### src/rtl/ssbc_pkg.sv
package ssbc_pkg;

    typedef enum logic [2:0] {
        ST_IDLE,
        ST_CHECK,
        ST_LOCK_READ,
        ST_COMPARE,
        ST_WRITE,
        ST_UNLOCK,
        ST_DONE,
        ST_FAULT
    } ssbc_state_e;

    typedef enum logic [1:0] {
        FK_NONE,
        FK_UD,
        FK_GP,
        FK_PF
    } fault_kind_e;

    localparam logic [7:0] VEC_UD = 8'd6;
    localparam logic [7:0] VEC_GP = 8'd13;
    localparam logic [7:0] VEC_PF = 8'd14;

    localparam int NFLAGS  = 6;
    localparam int FLAG_CF = 0;
    localparam int FLAG_ZF = 1;
    localparam int FLAG_PF = 2;
    localparam int FLAG_AF = 3;
    localparam int FLAG_OF = 4;
    localparam int FLAG_SF = 5;

    typedef struct packed {
        logic       cet_en;
        logic       sstk_en;
        logic       lock_pfx;
        logic [1:0] cpl;
    } ssbc_ctl_t;

    // Fixed priority: opcode faults, then privilege, then alignment.
    function automatic fault_kind_e classify(ssbc_ctl_t c, logic misaligned);
        if (c.lock_pfx || !c.cet_en || !c.sstk_en) return FK_UD;
        if (c.cpl != 2'd0)                          return FK_GP;
        if (misaligned)                             return FK_GP;
        return FK_NONE;
    endfunction

    function automatic logic [7:0] vec_of(fault_kind_e k);
        case (k)
            FK_UD:   return VEC_UD;
            FK_GP:   return VEC_GP;
            FK_PF:   return VEC_PF;
            default: return 8'd0;
        endcase
    endfunction

endpackage

### src/rtl/ssbc_fault_check.sv
module ssbc_fault_check
    import ssbc_pkg::*;
#(
    parameter int ADDR_W      = 64,
    parameter int ALIGN_BYTES = 8
) (
    input  ssbc_ctl_t          ctl_i,
    input  logic [ADDR_W-1:0]  addr_i,
    output fault_kind_e        kind_o
);
    localparam int ALIGN_LSB = $clog2(ALIGN_BYTES);

    logic misaligned;

    generate
        if (ALIGN_LSB > 0) begin : g_align
            assign misaligned = |addr_i[ALIGN_LSB-1:0];
        end else begin : g_noalign
            assign misaligned = 1'b0;
        end
    endgenerate

    assign kind_o = classify(ctl_i, misaligned);

endmodule

### src/rtl/ssbc_token_gen.sv
module ssbc_token_gen #(
    parameter int ADDR_W   = 64,
    parameter int BUSY_BIT = 0
) (
    input  logic [ADDR_W-1:0] addr_i,
    input  logic [ADDR_W-1:0] rdata_i,
    output logic [ADDR_W-1:0] expect_o,
    output logic [ADDR_W-1:0] replace_o,
    output logic              match_o
);
    localparam logic [ADDR_W-1:0] BUSY_MASK = {{(ADDR_W-1){1'b0}}, 1'b1} << BUSY_BIT;

    assign expect_o  = addr_i | BUSY_MASK;
    assign replace_o = addr_i;
    assign match_o   = (rdata_i == expect_o);

endmodule

### src/rtl/ssbc_ctrl.sv
module ssbc_ctrl
    import ssbc_pkg::*;
(
    input  logic        clk,
    input  logic        rst,
    input  logic        start_i,
    input  fault_kind_e chk_kind_i,
    input  logic        mem_ack_i,
    input  logic        mem_pf_i,
    input  logic        match_i,
    output ssbc_state_e state_o
);
    ssbc_state_e state_q, state_d;

    always_comb begin
        state_d = state_q;
        case (state_q)
            ST_IDLE:      if (start_i) state_d = ST_CHECK;
            ST_CHECK:     state_d = (chk_kind_i != FK_NONE) ? ST_FAULT : ST_LOCK_READ;
            ST_LOCK_READ: if (mem_ack_i) state_d = mem_pf_i ? ST_FAULT : ST_COMPARE;
            ST_COMPARE:   state_d = match_i ? ST_WRITE : ST_UNLOCK;
            ST_WRITE:     if (mem_ack_i) state_d = mem_pf_i ? ST_FAULT : ST_UNLOCK;
            ST_UNLOCK:    state_d = ST_DONE;
            ST_DONE:      state_d = ST_IDLE;
            ST_FAULT:     state_d = ST_IDLE;
            default:      state_d = ST_IDLE;
        endcase
    end

    always_ff @(posedge clk) begin
        if (rst) state_q <= ST_IDLE;
        else     state_q <= state_d;
    end

    assign state_o = state_q;

endmodule

### src/rtl/ssbc_unit.sv
module ssbc_unit
    import ssbc_pkg::*;
#(
    parameter int                 ADDR_W      = 64,
    parameter int                 ECODE_W     = 16,
    parameter int                 ALIGN_BYTES = 8,
    parameter int                 BUSY_BIT    = 0,
    parameter logic [5:0]         FLAGS_RST   = 6'h3E,
    parameter logic [ADDR_W-1:0]  SSP_RST     = 64'h0000_7FFF_FFFF_F000
) (
    input  logic               clk,
    input  logic               rst,
    input  logic               start_i,
    input  logic [ADDR_W-1:0]  op_addr_i,
    input  logic               cet_en_i,
    input  logic               sstk_en_i,
    input  logic [1:0]         cpl_i,
    input  logic               lock_pfx_i,
    output logic               mem_req_o,
    output logic               mem_we_o,
    output logic               mem_lock_o,
    output logic [ADDR_W-1:0]  mem_addr_o,
    output logic [ADDR_W-1:0]  mem_wdata_o,
    input  logic               mem_ack_i,
    input  logic [ADDR_W-1:0]  mem_rdata_i,
    input  logic               mem_pf_i,
    input  logic [ECODE_W-1:0] mem_pf_code_i,
    output logic               done_o,
    output logic               fault_o,
    output logic [7:0]         fault_vec_o,
    output logic [ECODE_W-1:0] fault_err_o,
    output logic [5:0]         flags_o,
    output logic [ADDR_W-1:0]  ssp_o
);
    ssbc_state_e          state;
    ssbc_ctl_t            ctl_q;
    logic [ADDR_W-1:0]    addr_q;
    logic [ADDR_W-1:0]    rdata_q;
    logic [ADDR_W-1:0]    expect_tok;
    logic [ADDR_W-1:0]    replace_tok;
    logic                 match;
    fault_kind_e          chk_kind;
    logic [NFLAGS-1:0]    flags_q;
    logic [ADDR_W-1:0]    ssp_q;
    logic [7:0]           vec_q;
    logic [ECODE_W-1:0]   err_q;
    logic                 mem_abort;

    ssbc_ctrl u_ctrl (
        .clk        (clk),
        .rst        (rst),
        .start_i    (start_i),
        .chk_kind_i (chk_kind),
        .mem_ack_i  (mem_ack_i),
        .mem_pf_i   (mem_pf_i),
        .match_i    (match),
        .state_o    (state)
    );

    ssbc_fault_check #(.ADDR_W(ADDR_W), .ALIGN_BYTES(ALIGN_BYTES)) u_chk (
        .ctl_i  (ctl_q),
        .addr_i (addr_q),
        .kind_o (chk_kind)
    );

    ssbc_token_gen #(.ADDR_W(ADDR_W), .BUSY_BIT(BUSY_BIT)) u_tok (
        .addr_i    (addr_q),
        .rdata_i   (rdata_q),
        .expect_o  (expect_tok),
        .replace_o (replace_tok),
        .match_o   (match)
    );

    assign mem_abort = mem_ack_i && mem_pf_i &&
                       (state == ST_LOCK_READ || state == ST_WRITE);

    // Operand capture and token read-back.
    always_ff @(posedge clk) begin
        if (rst) begin
            ctl_q   <= '0;
            addr_q  <= '0;
            rdata_q <= '0;
        end else begin
            if (state == ST_IDLE && start_i) begin
                ctl_q  <= '{cet_en: cet_en_i, sstk_en: sstk_en_i,
                           lock_pfx: lock_pfx_i, cpl: cpl_i};
                addr_q <= op_addr_i;
            end
            if (state == ST_LOCK_READ && mem_ack_i && !mem_pf_i)
                rdata_q <= mem_rdata_i;
        end
    end

    // Fault report registers.
    always_ff @(posedge clk) begin
        if (rst) begin
            vec_q <= '0;
            err_q <= '0;
        end else if (state == ST_CHECK && chk_kind != FK_NONE) begin
            vec_q <= vec_of(chk_kind);
            err_q <= '0;
        end else if (mem_abort) begin
            vec_q <= vec_of(FK_PF);
            err_q <= mem_pf_code_i;
        end
    end

    // Architectural state, written only on the fault-free path.
    always_ff @(posedge clk) begin
        if (rst) begin
            flags_q <= FLAGS_RST;
            ssp_q   <= SSP_RST;
        end else if (state == ST_UNLOCK) begin
            flags_q          <= '0;
            flags_q[FLAG_CF] <= !match;
            ssp_q            <= '0;
        end
    end

    assign mem_req_o   = (state == ST_LOCK_READ) || (state == ST_WRITE);
    assign mem_we_o    = (state == ST_WRITE);
    assign mem_lock_o  = (state == ST_LOCK_READ) || (state == ST_COMPARE) ||
                         (state == ST_WRITE);
    assign mem_addr_o  = addr_q;
    assign mem_wdata_o = replace_tok;

    assign done_o      = (state == ST_DONE) || (state == ST_FAULT);
    assign fault_o     = (state == ST_FAULT);
    assign fault_vec_o = vec_q;
    assign fault_err_o = err_q;
    assign flags_o     = flags_q;
    assign ssp_o       = ssp_q;

endmodule

### config.mk
export PLATFORM = sky130hd
export DESIGN_NAME = ssbc_unit
export DESIGN_NICKNAME = d
export VERILOG_FILES = /design/src/rtl/ssbc_pkg.sv /design/src/rtl/ssbc_fault_check.sv /design/src/rtl/ssbc_token_gen.sv /design/src/rtl/ssbc_ctrl.sv /design/src/rtl/ssbc_unit.sv
export SDC_FILE = /design/constraint.sdc
export NUM_CORES = 1
export LEC_CHECK = 0
export BUFFER_PORTS_ARGS = -buffer_cell sky130_fd_sc_hd__buf_4
export CORE_AREA = 2 2 149 151
export DETAILED_ROUTE_END_ITERATION = 10
export DIE_AREA = 0 0 151 153
export GPL_ROUTABILITY_DRIVEN = 0
export PLACE_DENSITY = 0.75
export SYNTH_ARGS = -nofsm -noshare
export SYNTH_HDL_FRONTEND = slang
export SYNTH_SLANG_ARGS = --single-unit
### constraint.sdc
create_clock -name clk -period 3.3 [get_ports clk]
set_input_delay 0.66 -clock clk [delete_from_list [all_inputs] [get_ports clk]]
set_output_delay 0.66 -clock clk [all_outputs]
set_load 0.05 [all_outputs]
* Yosys cells after proc, flatten, opt, wreduce, memory -nomap -nowiden *
Cells that the tools add are included.

cells by class
  reductions and logical operators = 24
  muxes and demuxes = 23
  equality and inequality tests = 14

operators with widths
  cell                                                                     number
  64-bit equality test                                                     1
  3-bit case mux with 7 select lines                                       1
  8-bit two-way mux                                                        2
  3-bit two-way mux                                                        5
  2-bit two-way mux                                                        7
  3-bit equality test, second input constant                               4
  4-bit case mux with 3 select lines                                       1
  1-bit two-way mux                                                        7
  3-bit by 2-bit equality test with 1-bit output, second input constant    2
  1-bit logical AND                                                        6
  1-bit logical OR                                                         6
  2-bit nonzero test                                                       3
  2-bit equality test, second input constant                               2
  1-bit zero test                                                          4
  2-bit inequality test, second input constant                             2
  2-bit OR reduction                                                       2
  3-bit by 1-bit equality test with 1-bit output, second input constant    1
  3-bit zero test                                                          1
  3-bit AND reduction                                                      1
  3-bit OR reduction                                                       1
  2-bit by 1-bit equality test with 1-bit output, second input constant    1
  2-bit by 1-bit inequality test with 1-bit output, second input constant  1

word-level totals
  logic and storage cells = 72
  bits in registers = 201
  output and inout bits = 227
  input bits = 154

* Longest topological paths before layout *
  word-level depth = 13
  depth in mapped cells = 8
  depth with buffers taken out = 6

* Modules after synthesis *
Synthesis repeated with hierarchy kept, for this count alone.

unflattened totals
  cells, all modules = 1029
  area total of the unflattened synthesis = 8174.1 µm²

by module, submodules not included
  module            area each (µm²)  sequential area each (µm²)  instances  cells each
  ssbc_unit         6256.0           3103.0                      1          774
  ssbc_token_gen    1710.4           0.0                         1          233
  ssbc_ctrl         165.2            60.1                        1          18
  ssbc_fault_check  42.5             0.0                         1          4

* Worst setup path after synthesis *
Ideal clock, no wire load.

  kind = reg-to-output
  from = register u_ctrl.state_q[1] (netlist: u_ctrl.state_o[1])
  to = output port mem_lock_o
  path buffers = 1
  required time = 2.640 ns
  cell stages (with the launch flop) = 4
  slack = 0.901 ns
  arrival = 1.739 ns
  cells stage by stage = dfxtp_1 > buf_2 > nand2b_1 > o21ai_0

between the ends
  word-level cells in the longest chain between the ends = 3
  elaborated cells between the ends (all ways) = 5
  those cells by class = eq/ne: 3; reduce/logical: 2

RTL lines
  what                                            line              RTL
  from (decl)                                     ssbc_ctrl.sv:13   ssbc_state_e state_q, state_d;
  from (signal assigned)                          ssbc_ctrl.sv:32   else state_q <= state_d;
  3-bit by 2-bit equality test with 1-bit output  ssbc_unit.sv:122  assign mem_lock_o = (state == ST_LOCK_READ) || (state == ST_COMPARE) ||
  1-bit logical OR                                ssbc_unit.sv:122
  1-bit logical OR *                              ssbc_unit.sv:122
  to (decl)                                       ssbc_unit.sv:21   output logic mem_lock_o,

Every way passes the cells marked *; elsewhere a longest branch is shown, timed or not.

* Worst setup path in the final report *
  from = register addr_q[62] (netlist: mem_addr_o[62])
  to = register u_ctrl.state_q[0] (netlist: u_ctrl.state_o[0])

between the ends
  word-level cells in the longest chain between the ends = 3

RTL lines
  what                                line                  RTL
  from (decl)                         ssbc_unit.sv:37       logic [ADDR_W-1:0] addr_q;
  from (signal assigned)              ssbc_unit.sv:87       addr_q <= op_addr_i;
  64-bit equality test                ssbc_token_gen.sv:15  assign match_o = (rdata_i == expect_o);
  1-bit two-way mux                   ssbc_ctrl.sv:21       ST_COMPARE: state_d = match_i ? ST_WRITE : ST_UNLOCK;
  3-bit case mux with 7 select lines  ssbc_ctrl.sv:17       case (state_q)

No other way between the ends.
A chain may end at the register's enable or synchronous reset.

==> results.ini <==
[status]
status=finished clean

[synth]
synth_compound_area_frac=0.131
yosysUniqueCellTypes=42
synth_area_leaders=dfxtp_1, nand2_1, buf_4, a21oi_1, xnor2_1
syn_inst=952
synth_xor_xnor_area_share=0.0527
synth_top_area_cell=dfxtp_1
ys_ff_latch=158
synth.top_cell.area_share=0.423
synthMuxAreaShare=0.00151
synth-async-reset-ratio=0
synth-edff-count=0
synth-simple-area-share=0.209
synth.avg_cell_area_sq_um=7.85
synth-adder-area-share=0
synth_top_family_by_area=simple AND/OR/NAND/NOR gates
yosys_warnings=0
syn-cell-area_sq_um=7470
yosysSeqAreaShare=0.423
synth_ff_type=dfxtp_1

[timing]
fmax_mhz=422
fin_hold_ws_ps=455
setup_violations=0
period_minus_slack_ps=2370
finClkSkew_ps=9.17
post-route-period-util=0.717
max_slew_margin=0.426
rsz0062_at_grt=no
finalHoldViolations=0
setup_tns_ps=0
drv_slew=0
tightest_slew_ps=861

[clock_tree]
ctsHoldBuffers=0
h-tree-depth=4
clk_pin_slew_ps=60
clkLatencyLatePin_ps=420
cts_buffers=17
root_buffer=clkbuf_16
clk_path_buf_depth=2
cts_tree=yes
cts_sinks=158
cts_resized=0
cts_setup_buffers=0

[final_layout]
layout.nets=1320
syn_to_final_growth_pct=32.3
fillers=2128
antennaDiodeCount=0
layout-drive-gt1-share=0.341

[grt]
grt_usage=0.194
grt_max_degree=142
grt_pass1_wl_um=34100
grt_antenna_before_repair=0
grt_pass1_vias=6221
grt_overflow=0

[drt]
viasPerCell=4.54
vias=6614
routed_wl_um=23200
wl_per_cell_um=15.9
drt-initial-drc-count=334
drc=0
postRouteAntennaNets=0
firstDrtPassIters=4

[die]
ios=381
rows=54
fp.coreArea_sq_um=21500
die_w_um=151
dieArea_sq_um=23100
dieHeight_um=153
start_util=0.348

[worst_setup_path]
required_ps=3560
start_kind=register
crit_type=reg -> reg
worstPathArrival_ps=2630
cp_max_fo=4
r2r_setup_slack_ps=930
end_kind=register

[worst_hold_path]
hold_class=reg -> reg

[job]
drv_cap=0

[placed_design]
dp_hpwl_um=17100
io_buffer_count=347

[power_and_ir_drop]
p_leak_nw=4.16
ir_drop_mv=0.373
powerDensity_nw_per_um2=745

-- Yosys cell counts (all sizes together) (9+ instances only) --
cell type / n
a21oi: 155
buf: 159
clkbuf: 31
dfxtp: 158
inv: 11
nand2: 303
nand2b: 13
nand4: 12
nor2: 9
nor2b: 15
xnor2: 45
-- critical path, stage by stage (launching register included) --
cell and delay (ps):
dfxtp_1 350, xnor2_1 340, nand4_1 140, nor4_1 600
nand2_1 230, o311ai_1 410, a221oi_1 130
-- kinds of logic after synthesis --
logic type             Yosys count
XOR/XNOR                        45
buffers and inverters          201
multiplexers                     1
other                            1
flip-flops                     158
AO/OA/AOI/OAI                  175
AND/OR/NAND/NOR                371
-- registers in the layout, summed over array words and instances, names as in the netlist --
signal and count:
mem_addr_o 64, fault_vec_o 4, ctl_q 5, flags_o 2, fault_err_o 16, u_ctrl.state_o 3
rdata_q 64
-- power breakdown --
part           leakage [nW]  switching (mW)  internal, mW
Clock                 0.276           0.879          1.06
Combinational          2.60            2.16         0.897
Sequential             1.28           0.261          2.11
-- layout by cell type (no fill, tap or decap), types with 2 or more instances in the layout --
cell type	instances
inv_1	11
clkbuf_16	17
or4b_4	2
buf_4	352
nor3_1	2
o22ai_1	3
o21ai_0	3
a2111o_1	5
a21oi_1	145
nand4_1	12
conb_1	33
dfxtp_1	158
nor4_1	5
nor2b_1	15
nand2_1	302
xnor2_1	45
clkinv_4	3
nor2_1	9
inv_6	6
clkinvlp_4	2
a21oi_2	10
nand2b_1	12
o2111ai_1	2
nand3_1	3
-- metal layers --
| layer | GRT usage | wire, um |
|---|---|---|
| met1 | 0.228 | 9400 |
| met2 | 0.352 | 11900 |
| met3 | 0.0475 | 1690 |
| met4 | 0.0436 | 235 |
| met5 | 0 | 0 |
-- cell type report --
class / count / area, sq um / area share
inverter: 11 / 41.3 / 0.00418
clock buffer: 17 / 425 / 0.0430
clock inverter: 14 / 151 / 0.0153
timing repair buffer: 353 / 2660 / 0.269
sequential: 158 / 3160 / 0.320
tap: 280 / 350 / 0.0354
multi-input combinational: 625 / 3090 / 0.313
-- through the flow --
step	worst slack, ps	power, mW	instance area, sq um	utilization	std cells
after floorplan	901	4.77	7590	-	984
after global placement	971	5.47	9310	0.433	1427
after detailed placement	967	5.49	9310	0.433	1427
after CTS	930	7.43	9890	0.460	1458
after global routing	830	7.70	9890	0.460	1458
final	932	7.37	9890	0.460	1458
-- final timing paths --
check	depth (start not counted)	end	from
hold / removal	1	flags_o[4]$_SDFFE_PP1P_	flags_o[4]$_SDFFE_PP1P_
hold reg to reg	1	flags_o[4]$_SDFFE_PP1P_	flags_o[4]$_SDFFE_PP1P_
setup reg to reg	6	u_ctrl.state_o[0]$_SDFFE_PP0P_	mem_addr_o[62]$_SDFFE_PP0P_
setup / recovery	6	u_ctrl.state_o[0]$_SDFFE_PP0P_	mem_addr_o[62]$_SDFFE_PP0P_
(Power assumes the default switching activity.)
